[config.mk]
export PLATFORM = sky130hd
export DESIGN_NAME = intdiv_unit
export DESIGN_NICKNAME = d
export VERILOG_FILES = /design/src/rtl/intdiv_pkg.sv /design/src/rtl/intdiv_prep.sv /design/src/rtl/intdiv_core.sv /design/src/rtl/intdiv_post.sv /design/src/rtl/intdiv_unit.sv
export SDC_FILE = /design/constraint.sdc
export NUM_CORES = 1
export LEC_CHECK = 0
export BUFFER_PORTS_ARGS = -buffer_cell sky130_fd_sc_hd__clkbuf_2
export CORE_UTILIZATION = 35
export DETAILED_ROUTE_END_ITERATION = 8
export GPL_TIMING_DRIVEN = 0
export REMOVE_ABC_BUFFERS = 1
export SYNTH_ARGS = -nofsm -noshare
export SYNTH_HDL_FRONTEND = slang
export SYNTH_SLANG_ARGS = --single-unit
[constraint.sdc]
create_clock -name clk -period 3.45 [get_ports clk]
set_input_delay 0.5175 -clock clk [delete_from_list [all_inputs] [get_ports clk]]
set_output_delay 0.5175 -clock clk [all_outputs]
set_load 0.02 [all_outputs]
[src/rtl/intdiv_pkg.sv]
// Shared encodings for the integer divide unit.
// Assumes: form codes are fixed by the instruction decoder that drives the unit.
package intdiv_pkg;
    typedef enum logic [1:0] {
        DIV_WORD = 2'd0,
        DIV_LONG = 2'd1,
        DIV_QUAD = 2'd2
    } div_form_e;
endpackage

[src/rtl/intdiv_prep.sv]
// Operand conditioning: extends the dividend and divisor per form and
// signedness, forms their magnitudes and the result signs.
// Assumes: W is even; form code 3 is handled like the long form.
module intdiv_prep
    import intdiv_pkg::*;
#(
    parameter int W = 32
) (
    input  logic [1:0]     form,
    input  logic           sgn,
    input  logic [W-1:0]   dvd_hi,
    input  logic [W-1:0]   dvd_lo,
    input  logic [W-1:0]   dvs,
    output logic [2*W-1:0] dvd_mag,
    output logic [W-1:0]   dvs_mag,
    output logic           dvs_zero,
    output logic           q_neg,
    output logic           r_neg,
    output logic           wide
);
    localparam int DW = 2 * W;
    localparam int H  = W / 2;

    logic           is_word;
    logic [W-1:0]   dvs_ext;
    logic [DW-1:0]  dvd_ext;
    logic           dvd_neg;
    logic           dvs_neg;

    // Sign or zero extension of both operands, then magnitude and sign split.
    always_comb begin
        is_word = (form == DIV_WORD);
        wide    = (form == DIV_QUAD);
        if (is_word)
            dvs_ext = sgn ? {{H{dvs[H-1]}}, dvs[H-1:0]} : {{H{1'b0}}, dvs[H-1:0]};
        else
            dvs_ext = dvs;
        if (wide)
            dvd_ext = {dvd_hi, dvd_lo};
        else
            dvd_ext = sgn ? {{W{dvd_lo[W-1]}}, dvd_lo} : {{W{1'b0}}, dvd_lo};
        dvd_neg  = sgn & dvd_ext[DW-1];
        dvs_neg  = sgn & dvs_ext[W-1];
        dvd_mag  = dvd_neg ? (~dvd_ext + DW'(1)) : dvd_ext;
        dvs_mag  = dvs_neg ? (~dvs_ext + W'(1)) : dvs_ext;
        dvs_zero = (dvs_ext == '0);
        q_neg    = dvd_neg ^ dvs_neg;
        r_neg    = dvd_neg;
    end
endmodule

[src/rtl/intdiv_core.sv]
// Radix-2 restoring divider on unsigned magnitudes. One quotient bit per
// cycle: W cycles for a single-width dividend, 2*W for a double-width one.
// Assumes: load is only raised with a nonzero divisor and while idle.
module intdiv_core #(
    parameter int W = 32
) (
    input  logic           clk,
    input  logic           rst_n,
    input  logic           load,
    input  logic           wide,
    input  logic [2*W-1:0] dvd_mag,
    input  logic [W-1:0]   dvs_mag,
    output logic           running,
    output logic           fin,
    output logic [2*W-1:0] quo,
    output logic [W-1:0]   rem
);
    localparam int DW = 2 * W;
    localparam int CW = $clog2(DW) + 1;

    logic          run_q;
    logic          fin_q;
    logic [CW-1:0] cnt_q;
    logic [DW-1:0] quo_q;
    logic [W-1:0]  rem_q;
    logic [W-1:0]  dvs_q;
    logic [W:0]    trial;
    logic [W+1:0]  diff;
    logic          fits;

    // Trial subtraction of the divisor from the shifted partial remainder.
    always_comb begin
        trial = {rem_q, quo_q[DW-1]};
        diff  = {1'b0, trial} - {2'b00, dvs_q};
        fits  = ~diff[W+1];
    end

    // Load, iterate and signal the last step.
    always_ff @(posedge clk) begin
        if (!rst_n) begin
            run_q <= 1'b0;
            fin_q <= 1'b0;
            cnt_q <= '0;
            quo_q <= '0;
            rem_q <= '0;
            dvs_q <= '0;
        end else begin
            fin_q <= 1'b0;
            if (load) begin
                run_q <= 1'b1;
                cnt_q <= wide ? CW'(DW) : CW'(W);
                quo_q <= wide ? dvd_mag : {dvd_mag[W-1:0], {W{1'b0}}};
                rem_q <= '0;
                dvs_q <= dvs_mag;
            end else if (run_q) begin
                rem_q <= fits ? diff[W-1:0] : trial[W-1:0];
                quo_q <= {quo_q[DW-2:0], fits};
                cnt_q <= cnt_q - CW'(1);
                if (cnt_q == CW'(1)) begin
                    run_q <= 1'b0;
                    fin_q <= 1'b1;
                end
            end
        end
    end

    assign running = run_q;
    assign fin     = fin_q;
    assign quo     = quo_q;
    assign rem     = rem_q;

    // a finished partial remainder is always below the divisor.
    assert_rem_below_divisor_R9: assert property (@(posedge clk) disable iff (!rst_n)
        fin_q |-> (rem_q < dvs_q));

    // an active loop never sits at a zero step count.
    assert_count_live_R11: assert property (@(posedge clk) disable iff (!rst_n)
        run_q |-> (cnt_q != '0));
endmodule

[src/rtl/intdiv_post.sv]
// Result stage: applies signs, detects overflow per form, forms the flags
// and the destination writes.
// Assumes: quo/rem are magnitudes from the core; dz overrides everything.
module intdiv_post
    import intdiv_pkg::*;
#(
    parameter int W = 32
) (
    input  logic [1:0]     form,
    input  logic           sgn,
    input  logic           q_neg,
    input  logic           r_neg,
    input  logic           dz,
    input  logic           same_dest,
    input  logic           n_in,
    input  logic           z_in,
    input  logic           v_in,
    input  logic [2*W-1:0] quo,
    input  logic [W-1:0]   rem,
    output logic           n_out,
    output logic           z_out,
    output logic           v_out,
    output logic           c_out,
    output logic           trap,
    output logic           ovf,
    output logic           q_we,
    output logic [W-1:0]   q_wd,
    output logic           r_we,
    output logic [W-1:0]   r_wd
);
    localparam int DW = 2 * W;
    localparam int H  = W / 2;
    localparam logic [DW-1:0] ONE   = {{(DW-1){1'b0}}, 1'b1};
    localparam logic [DW-1:0] H_LIM = ONE << (H - 1);
    localparam logic [DW-1:0] W_LIM = ONE << (W - 1);

    logic          is_word;
    logic [DW-1:0] q_val;
    logic [W-1:0]  r_val;
    logic [DW-1:0] lim;
    logic          big;

    // Signed values and the overflow decision for the selected form.
    always_comb begin
        is_word = (form == DIV_WORD);
        q_val   = q_neg ? (~quo + DW'(1)) : quo;
        r_val   = r_neg ? (~rem + W'(1)) : rem;
        lim     = is_word ? H_LIM : W_LIM;
        big     = is_word ? (|quo[DW-1:H]) : (|quo[DW-1:W]);
        ovf     = sgn ? (q_neg ? (quo > lim) : (quo >= lim)) : big;
    end

    // Flags and writes: trap first, then overflow, then a normal result.
    always_comb begin
        n_out = n_in;
        z_out = z_in;
        v_out = v_in;
        c_out = 1'b0;
        trap  = 1'b0;
        q_we  = 1'b0;
        q_wd  = '0;
        r_we  = 1'b0;
        r_wd  = '0;
        if (dz) begin
            trap = 1'b1;
        end else if (ovf) begin
            v_out = 1'b1;
            z_out = 1'b0;
        end else begin
            v_out = 1'b0;
            q_we  = 1'b1;
            if (is_word) begin
                n_out = q_val[H-1];
                z_out = (q_val[H-1:0] == '0);
                q_wd  = {r_val[H-1:0], q_val[H-1:0]};
            end else begin
                n_out = q_val[W-1];
                z_out = (q_val[W-1:0] == '0);
                q_wd  = q_val[W-1:0];
                r_we  = ~same_dest;
                r_wd  = r_val;
            end
        end
    end
endmodule

[src/rtl/intdiv_unit.sv]
// Integer divide unit top: start/busy/done control, operand capture and
// registered results. Operands are sampled only on an accepted start.
// Assumes: synchronous active-low reset precedes the first start.
module intdiv_unit
    import intdiv_pkg::*;
#(
    parameter int DATA_W = 32
) (
    input  logic              clk,
    input  logic              rst_n,
    input  logic              start,
    input  logic [1:0]        form,
    input  logic              is_signed,
    input  logic [DATA_W-1:0] dvd_hi,
    input  logic [DATA_W-1:0] dvd_lo,
    input  logic [DATA_W-1:0] divisor,
    input  logic              same_dest,
    input  logic              n_in,
    input  logic              z_in,
    input  logic              v_in,
    output logic              busy,
    output logic              done,
    output logic              dz_trap,
    output logic              flag_n,
    output logic              flag_z,
    output logic              flag_v,
    output logic              flag_c,
    output logic              q_wr_en,
    output logic [DATA_W-1:0] q_wr_data,
    output logic              r_wr_en,
    output logic [DATA_W-1:0] r_wr_data
);
    localparam int W  = DATA_W;
    localparam int DW = 2 * W;

    logic [DW-1:0] p_dvd_mag;
    logic [W-1:0]  p_dvs_mag;
    logic          p_dvs_zero, p_q_neg, p_r_neg, p_wide;

    logic          busy_q, zpend_q;
    logic [1:0]    form_q;
    logic          sgn_q, same_q, n_q, z_q, v_q, qneg_q, rneg_q;

    logic          accept, core_load, core_run, core_fin, finish;
    logic [DW-1:0] core_quo;
    logic [W-1:0]  core_rem;

    logic          o_n, o_z, o_v, o_c, o_trap, o_ovf, o_qwe, o_rwe;
    logic [W-1:0]  o_qwd, o_rwd;

    logic          done_q, trap_q, fn_q, fz_q, fv_q, fc_q, qwe_q, rwe_q;
    logic [W-1:0]  qwd_q, rwd_q;

    intdiv_prep #(.W(W)) u_prep (
        .form     (form),
        .sgn      (is_signed),
        .dvd_hi   (dvd_hi),
        .dvd_lo   (dvd_lo),
        .dvs      (divisor),
        .dvd_mag  (p_dvd_mag),
        .dvs_mag  (p_dvs_mag),
        .dvs_zero (p_dvs_zero),
        .q_neg    (p_q_neg),
        .r_neg    (p_r_neg),
        .wide     (p_wide)
    );

    assign accept    = start & ~busy_q;
    assign core_load = accept & ~p_dvs_zero;
    assign finish    = zpend_q | core_fin;

    intdiv_core #(.W(W)) u_core (
        .clk     (clk),
        .rst_n   (rst_n),
        .load    (core_load),
        .wide    (p_wide),
        .dvd_mag (p_dvd_mag),
        .dvs_mag (p_dvs_mag),
        .running (core_run),
        .fin     (core_fin),
        .quo     (core_quo),
        .rem     (core_rem)
    );

    // Capture the operation context on an accepted start.
    always_ff @(posedge clk) begin
        if (!rst_n) begin
            form_q <= 2'd0;
            sgn_q  <= 1'b0;
            same_q <= 1'b0;
            n_q    <= 1'b0;
            z_q    <= 1'b0;
            v_q    <= 1'b0;
            qneg_q <= 1'b0;
            rneg_q <= 1'b0;
        end else if (accept) begin
            form_q <= form;
            sgn_q  <= is_signed;
            same_q <= same_dest;
            n_q    <= n_in;
            z_q    <= z_in;
            v_q    <= v_in;
            qneg_q <= p_q_neg;
            rneg_q <= p_r_neg;
        end
    end

    // Busy window and the zero-divisor bypass of the iteration loop.
    always_ff @(posedge clk) begin
        if (!rst_n) begin
            busy_q  <= 1'b0;
            zpend_q <= 1'b0;
        end else if (accept) begin
            busy_q  <= 1'b1;
            zpend_q <= p_dvs_zero;
        end else if (finish) begin
            busy_q  <= 1'b0;
            zpend_q <= 1'b0;
        end
    end

    intdiv_post #(.W(W)) u_post (
        .form      (form_q),
        .sgn       (sgn_q),
        .q_neg     (qneg_q),
        .r_neg     (rneg_q),
        .dz        (zpend_q),
        .same_dest (same_q),
        .n_in      (n_q),
        .z_in      (z_q),
        .v_in      (v_q),
        .quo       (core_quo),
        .rem       (core_rem),
        .n_out     (o_n),
        .z_out     (o_z),
        .v_out     (o_v),
        .c_out     (o_c),
        .trap      (o_trap),
        .ovf       (o_ovf),
        .q_we      (o_qwe),
        .q_wd      (o_qwd),
        .r_we      (o_rwe),
        .r_wd      (o_rwd)
    );

    // Register results on completion; strobes pulse, values hold.
    always_ff @(posedge clk) begin
        if (!rst_n) begin
            done_q <= 1'b0;
            trap_q <= 1'b0;
            fn_q   <= 1'b0;
            fz_q   <= 1'b0;
            fv_q   <= 1'b0;
            fc_q   <= 1'b0;
            qwe_q  <= 1'b0;
            rwe_q  <= 1'b0;
            qwd_q  <= '0;
            rwd_q  <= '0;
        end else begin
            done_q <= finish;
            qwe_q  <= finish & o_qwe;
            rwe_q  <= finish & o_rwe;
            if (finish) begin
                trap_q <= o_trap;
                fn_q   <= o_n;
                fz_q   <= o_z;
                fv_q   <= o_v;
                fc_q   <= o_c;
                qwd_q  <= o_qwd;
                rwd_q  <= o_rwd;
            end
        end
    end

    assign busy      = busy_q;
    assign done      = done_q;
    assign dz_trap   = trap_q;
    assign flag_n    = fn_q;
    assign flag_z    = fz_q;
    assign flag_v    = fv_q;
    assign flag_c    = fc_q;
    assign q_wr_en   = qwe_q;
    assign q_wr_data = qwd_q;
    assign r_wr_en   = rwe_q;
    assign r_wr_data = rwd_q;

    // carry is clear at every completion.
    assert_carry_clear_R1: assert property (@(posedge clk) disable iff (!rst_n)
        done |-> !flag_c);

    // a trap completion writes nothing.
    assert_trap_no_write_R2: assert property (@(posedge clk) disable iff (!rst_n)
        (done && dz_trap) |-> (!q_wr_en && !r_wr_en));

    // the word form never raises the remainder strobe.
    assert_word_single_write_R3: assert property (@(posedge clk) disable iff (!rst_n)
        (done && form_q == DIV_WORD) |-> !r_wr_en);

    // an overflow completion clears Z and writes nothing.
    assert_no_overflow_write_R5: assert property (@(posedge clk) disable iff (!rst_n)
        (done && flag_v && !dz_trap) |-> (!flag_z && !q_wr_en && !r_wr_en));

    // aliased destinations leave only the quotient strobe.
    assert_alias_quotient_wins_R8: assert property (@(posedge clk) disable iff (!rst_n)
        (done && same_q) |-> !r_wr_en);

    // done is a single-cycle pulse outside the busy window.
    assert_done_pulse_R10: assert property (@(posedge clk) disable iff (!rst_n)
        done |=> !done);
    assert_done_not_busy_R10: assert property (@(posedge clk) disable iff (!rst_n)
        done |-> !busy);

    // the loop only runs inside the busy window.
    assert_loop_in_busy_R11: assert property (@(posedge clk) disable iff (!rst_n)
        core_run |-> busy_q);
endmodule

==> results.yml <==
die:
  dieHeight_um: 207
  initial_core_util: 0.357
  fp.dieW_um: 207
  dieArea_um2: 42800
  num_io_pins: 179
  core-area_um2: 41100
  rows: 74
critical_path:
  reg2reg_depth: 11
  worstPathArrival_ns: 3.81
  cp_max_fo: 7
  max_stage_delay_ns: 0.56
  cp.depth: 11
  crit_end: "q_wr_data[9]$_SDFFE_PN0P_"
  crit_chain: "inv_2 -> ha_2 -> or3b_4 -> or3_4 -> or4_4 -> o31a_1 -> o21ai_4 -> nand4_4 -> buf_8 -> buf_2 -> o21ai_0"
  slowest_stage: "or4_4"
  r2r-end: "q_wr_data[9]$_SDFFE_PN0P_"
  timing.rr.start: "u_core.quo[0]$_SDFFE_PN0P_"
  cp.buffers_inverters: 3
  r2r_slack_ns: 0.12
  cp_top_family: "simple AND/OR/NAND/NOR gates"
  critPathKind: "flip-flop to flip-flop"
  start_kind: "flip-flop"
  crit_start: "u_core.quo[0]$_SDFFE_PN0P_"
  required_ns: 3.94
  end_kind: "flip-flop"
timing:
  hold_violations: 0
  fin_tns_setup_ns: 0
  relSlewSlack: 0.157
  max_freq_ghz: 0.301
  setup_viol: 0
  finalMaxSlewViolations: 0
  fin_crit_sh: 0.964
  rsz0062_at_grt: "false"
  finalClockSkew_ns: 0.0352
  holdWs_ns: 0.198
  worstMarginPinSlew_ns: 1.26
  finalCriticalPeriod_ns: 3.33
finish:
  layout.nets: 2212
  final_cells: 2617
  diodes: 0
  final_layout_size_suffix_gt1_frac: 0.167
  area_growth_pct: 18.1
  fillers: 4235
clock_network:
  cts_sinks: 219
  cts_tree: "built"
  cts_buffers: 26
  clkTransAtPathRegs_ns: 0.06
  hold_buffers: 0
  clockBufferDepth: 3
  insertion_delay_ns: 0.57
  h-tree-depth: 1
  root_buffer: "clkbuf_16"
outcome:
  outcome: "complete, but fails checks"
  violations: "design-rule violations"
place:
  hpwlAfterDp_um: 36900
  dp_cells: 2558
  portBuffers: 177
  place_congestion: 0.909
routing:
  ant_nets: 0
  first_pass_iters: 9
  drc: 11
  routed-via-count: 14800
  drtIter0Drc: 1251
  wire_per_inst_um: 18.7
  wl_um: 48800
  viasPerCell: 5.64
power:
  leakage_nw: 6.80
  power_mw: 8.32
  vdd_drop_max_uv: 332
  p_comb_frac: 0.292
  pwr-share-clk: 0.367
  p_int_mw: 5.51
  switching_share: 0.338
  p_sw_mw: 2.81
  pwr_density_cell_nw_per_um2: 479
  power_frac_seq: 0.340
synthesis:
  postSynthRegisterBits: 219
  synth_edf_count: 0
  syn_avg_cell_area_um2: 7.50
  syn-cell-area_um2: 14700
  ys_seq_area_frac: 0.299
  yosysWarnings: 0
  synth_ff_type: "dfxtp_1"
  async_flop_share: 0
  yosysUniqueCellTypes: 79
  synthCells: 1958
global_routing:
  grt_overflow: 0
  grt_pass1_vias: 13300
  grt_pass1_wl_um: 75600
  antenna_found_initial: 2
  grt_start_max_net_pins: 62
  grt_usage: 0.223
flow_run:
  max_cap_viol_count: 0
min_path:
  holdCritPathClass: "input port to flip-flop"
==> cell usage after synthesis, drive strengths merged (3+ instances only) <==
cell type  instances  area share
nand2            255       0.065
a211oi            31       0.016
and3               8      0.0034
o21bai             6      0.0031
nand4b             3      0.0018
xnor2             64       0.038
clkbuf           108       0.029
o22ai              5      0.0021
xor2             107       0.064
o31a               4      0.0024
or3               23       0.010
nor2b             10      0.0043
or2                9      0.0038
inv               59       0.015
nor4              26       0.011
o22a               9      0.0054
dfxtp            219        0.30
nor3b              5      0.0026
o31ai             40       0.020
a21o               7      0.0036
o211ai             4      0.0020
a22oi              3      0.0015
ha                39       0.033
a31oi             17      0.0072
a32o               8      0.0055
mux2              33       0.025
nor2             175       0.045
and2               7      0.0030
nor3              54       0.020
o21ai            195       0.066
o21a              10      0.0051
buf               17      0.0057
mux2i             52       0.035
or4               23       0.013
a41oi              5      0.0030
a21oi            201       0.069
nand3             26      0.0089
o41ai             19       0.011
nand4             16      0.0072
nand3b             5      0.0026
nand2b            11      0.0047
o32ai              8      0.0048
==> worst min path at each step <==
stage	cells past startpoint	from	to
finish	3	same_dest	same_q$_SDFFE_PN0P_
detailed placement	2	r_wr_data[31]$_SDFFE_PN0P_	r_wr_data[31]$_SDFFE_PN0P_
CTS	3	same_dest	same_q$_SDFFE_PN0P_
global placement	2	r_wr_data[3]$_SDFFE_PN0P_	r_wr_data[3]$_SDFFE_PN0P_
floorplan	1	same_q$_SDFFE_PN0P_	r_wr_en$_SDFF_PN0_
global route	3	same_dest	same_q$_SDFFE_PN0P_
==> logic make-up after synthesis <==
group / count (synthesis) / share of synthesized area
compound gates: 594 / 0.243
buf+inv: 186 / 0.0510
xor+xnor: 171 / 0.102
other cells: 1 / 0.000255
simple gates: 662 / 0.210
flops: 219 / 0.299
fa+ha+maj: 40 / 0.0346
mux: 85 / 0.0607
==> cell usage in the layout (no fill, tap or decap), types with 9 or more instances in the layout <==
cell,instances
a211oi_1,29
a21oi_1,200
a31oi_1,16
buf_4,9
clkbuf_16,27
clkbuf_2,177
dfxtp_1,218
ha_1,38
inv_1,56
mux2_2,33
mux2i_1,52
nand2_1,250
nand2b_1,9
nand3_1,25
nand4_1,15
nor2_1,174
nor3_1,50
nor4_1,26
o21a_1,10
o21ai_0,173
o21ai_1,14
o22a_1,9
o31ai_1,38
o41ai_1,19
or2_2,9
or3_1,20
or4_1,15
xnor2_1,64
xor2_1,107
==> per-layer routing <==
layer  up-vias  GRT usage  part of all wire
li1       7232          -                 -
met1      7024      0.323              0.47
met2       444      0.349              0.45
met3        46     0.0306             0.066
met4         4     0.0448             0.013
met5         -          0           0.00053
==> power groups by stage <==
| stage | Combinational [mW] | Clock (mW) | Sequential [mW] |
|---|---|---|---|
| finish | 2.43 | 3.05 | 2.83 |
| global route | 2.69 | 3.20 | 2.85 |
| CTS | 2.39 | 3.10 | 2.83 |
| detailed placement | 2.34 | 0 | 2.88 |
| global placement | 2.25 | 0 | 2.91 |
| floorplan | 1.65 | 0 | 2.84 |
==> sequential cells by signal (all words and copies together), names as in the netlist, 2 cells and up <==
signal	count
u_core.quo	64
q_wr_data	32
r_wr_data	32
u_core.dvs_q	32
u_core.rem	32
u_core.cnt_q	7
form_q	2
==> tightest hold or removal path, cell delays in order <==
cell and delay, ns:
clkbuf_2 0.08, nand2_1 0.05, a21oi_1 0.05
==> through the flow <==
stage / setup slack, ns / util / cell area (um2)
2_1_floorplan: -3.05 / - / 14200
3_3_place_gp: -7.99 / 0.382 / 15700
3_5_place_dp: -1.29 / 0.392 / 16100
4_1_cts: 0.00517 / 0.419 / 17200
5_1_grt: 0.00349 / 0.422 / 17400
6_report: 0.125 / 0.422 / 17400
==> cell type report <==
class	instances	area, um2	area share
clock inverter	12	186	0.0107
timing repair buffer	204	1320	0.0758
sequential	219	4390	0.253
tap	532	666	0.0384
multi-input combinational	1555	9790	0.564
clock buffer	35	776	0.0447
inverter	60	231	0.0133
==> what timing repair did <==
item                       in CTS  in global routing
gates cloned                    1                  1
buffers inserted                4                  6
pin swaps                       2                  5
resized for setup              17                 45
hold endpoints to repair        0                  0
setup endpoints to repair     136                 84
Note: power is estimated with default switching activity, not from simulation.
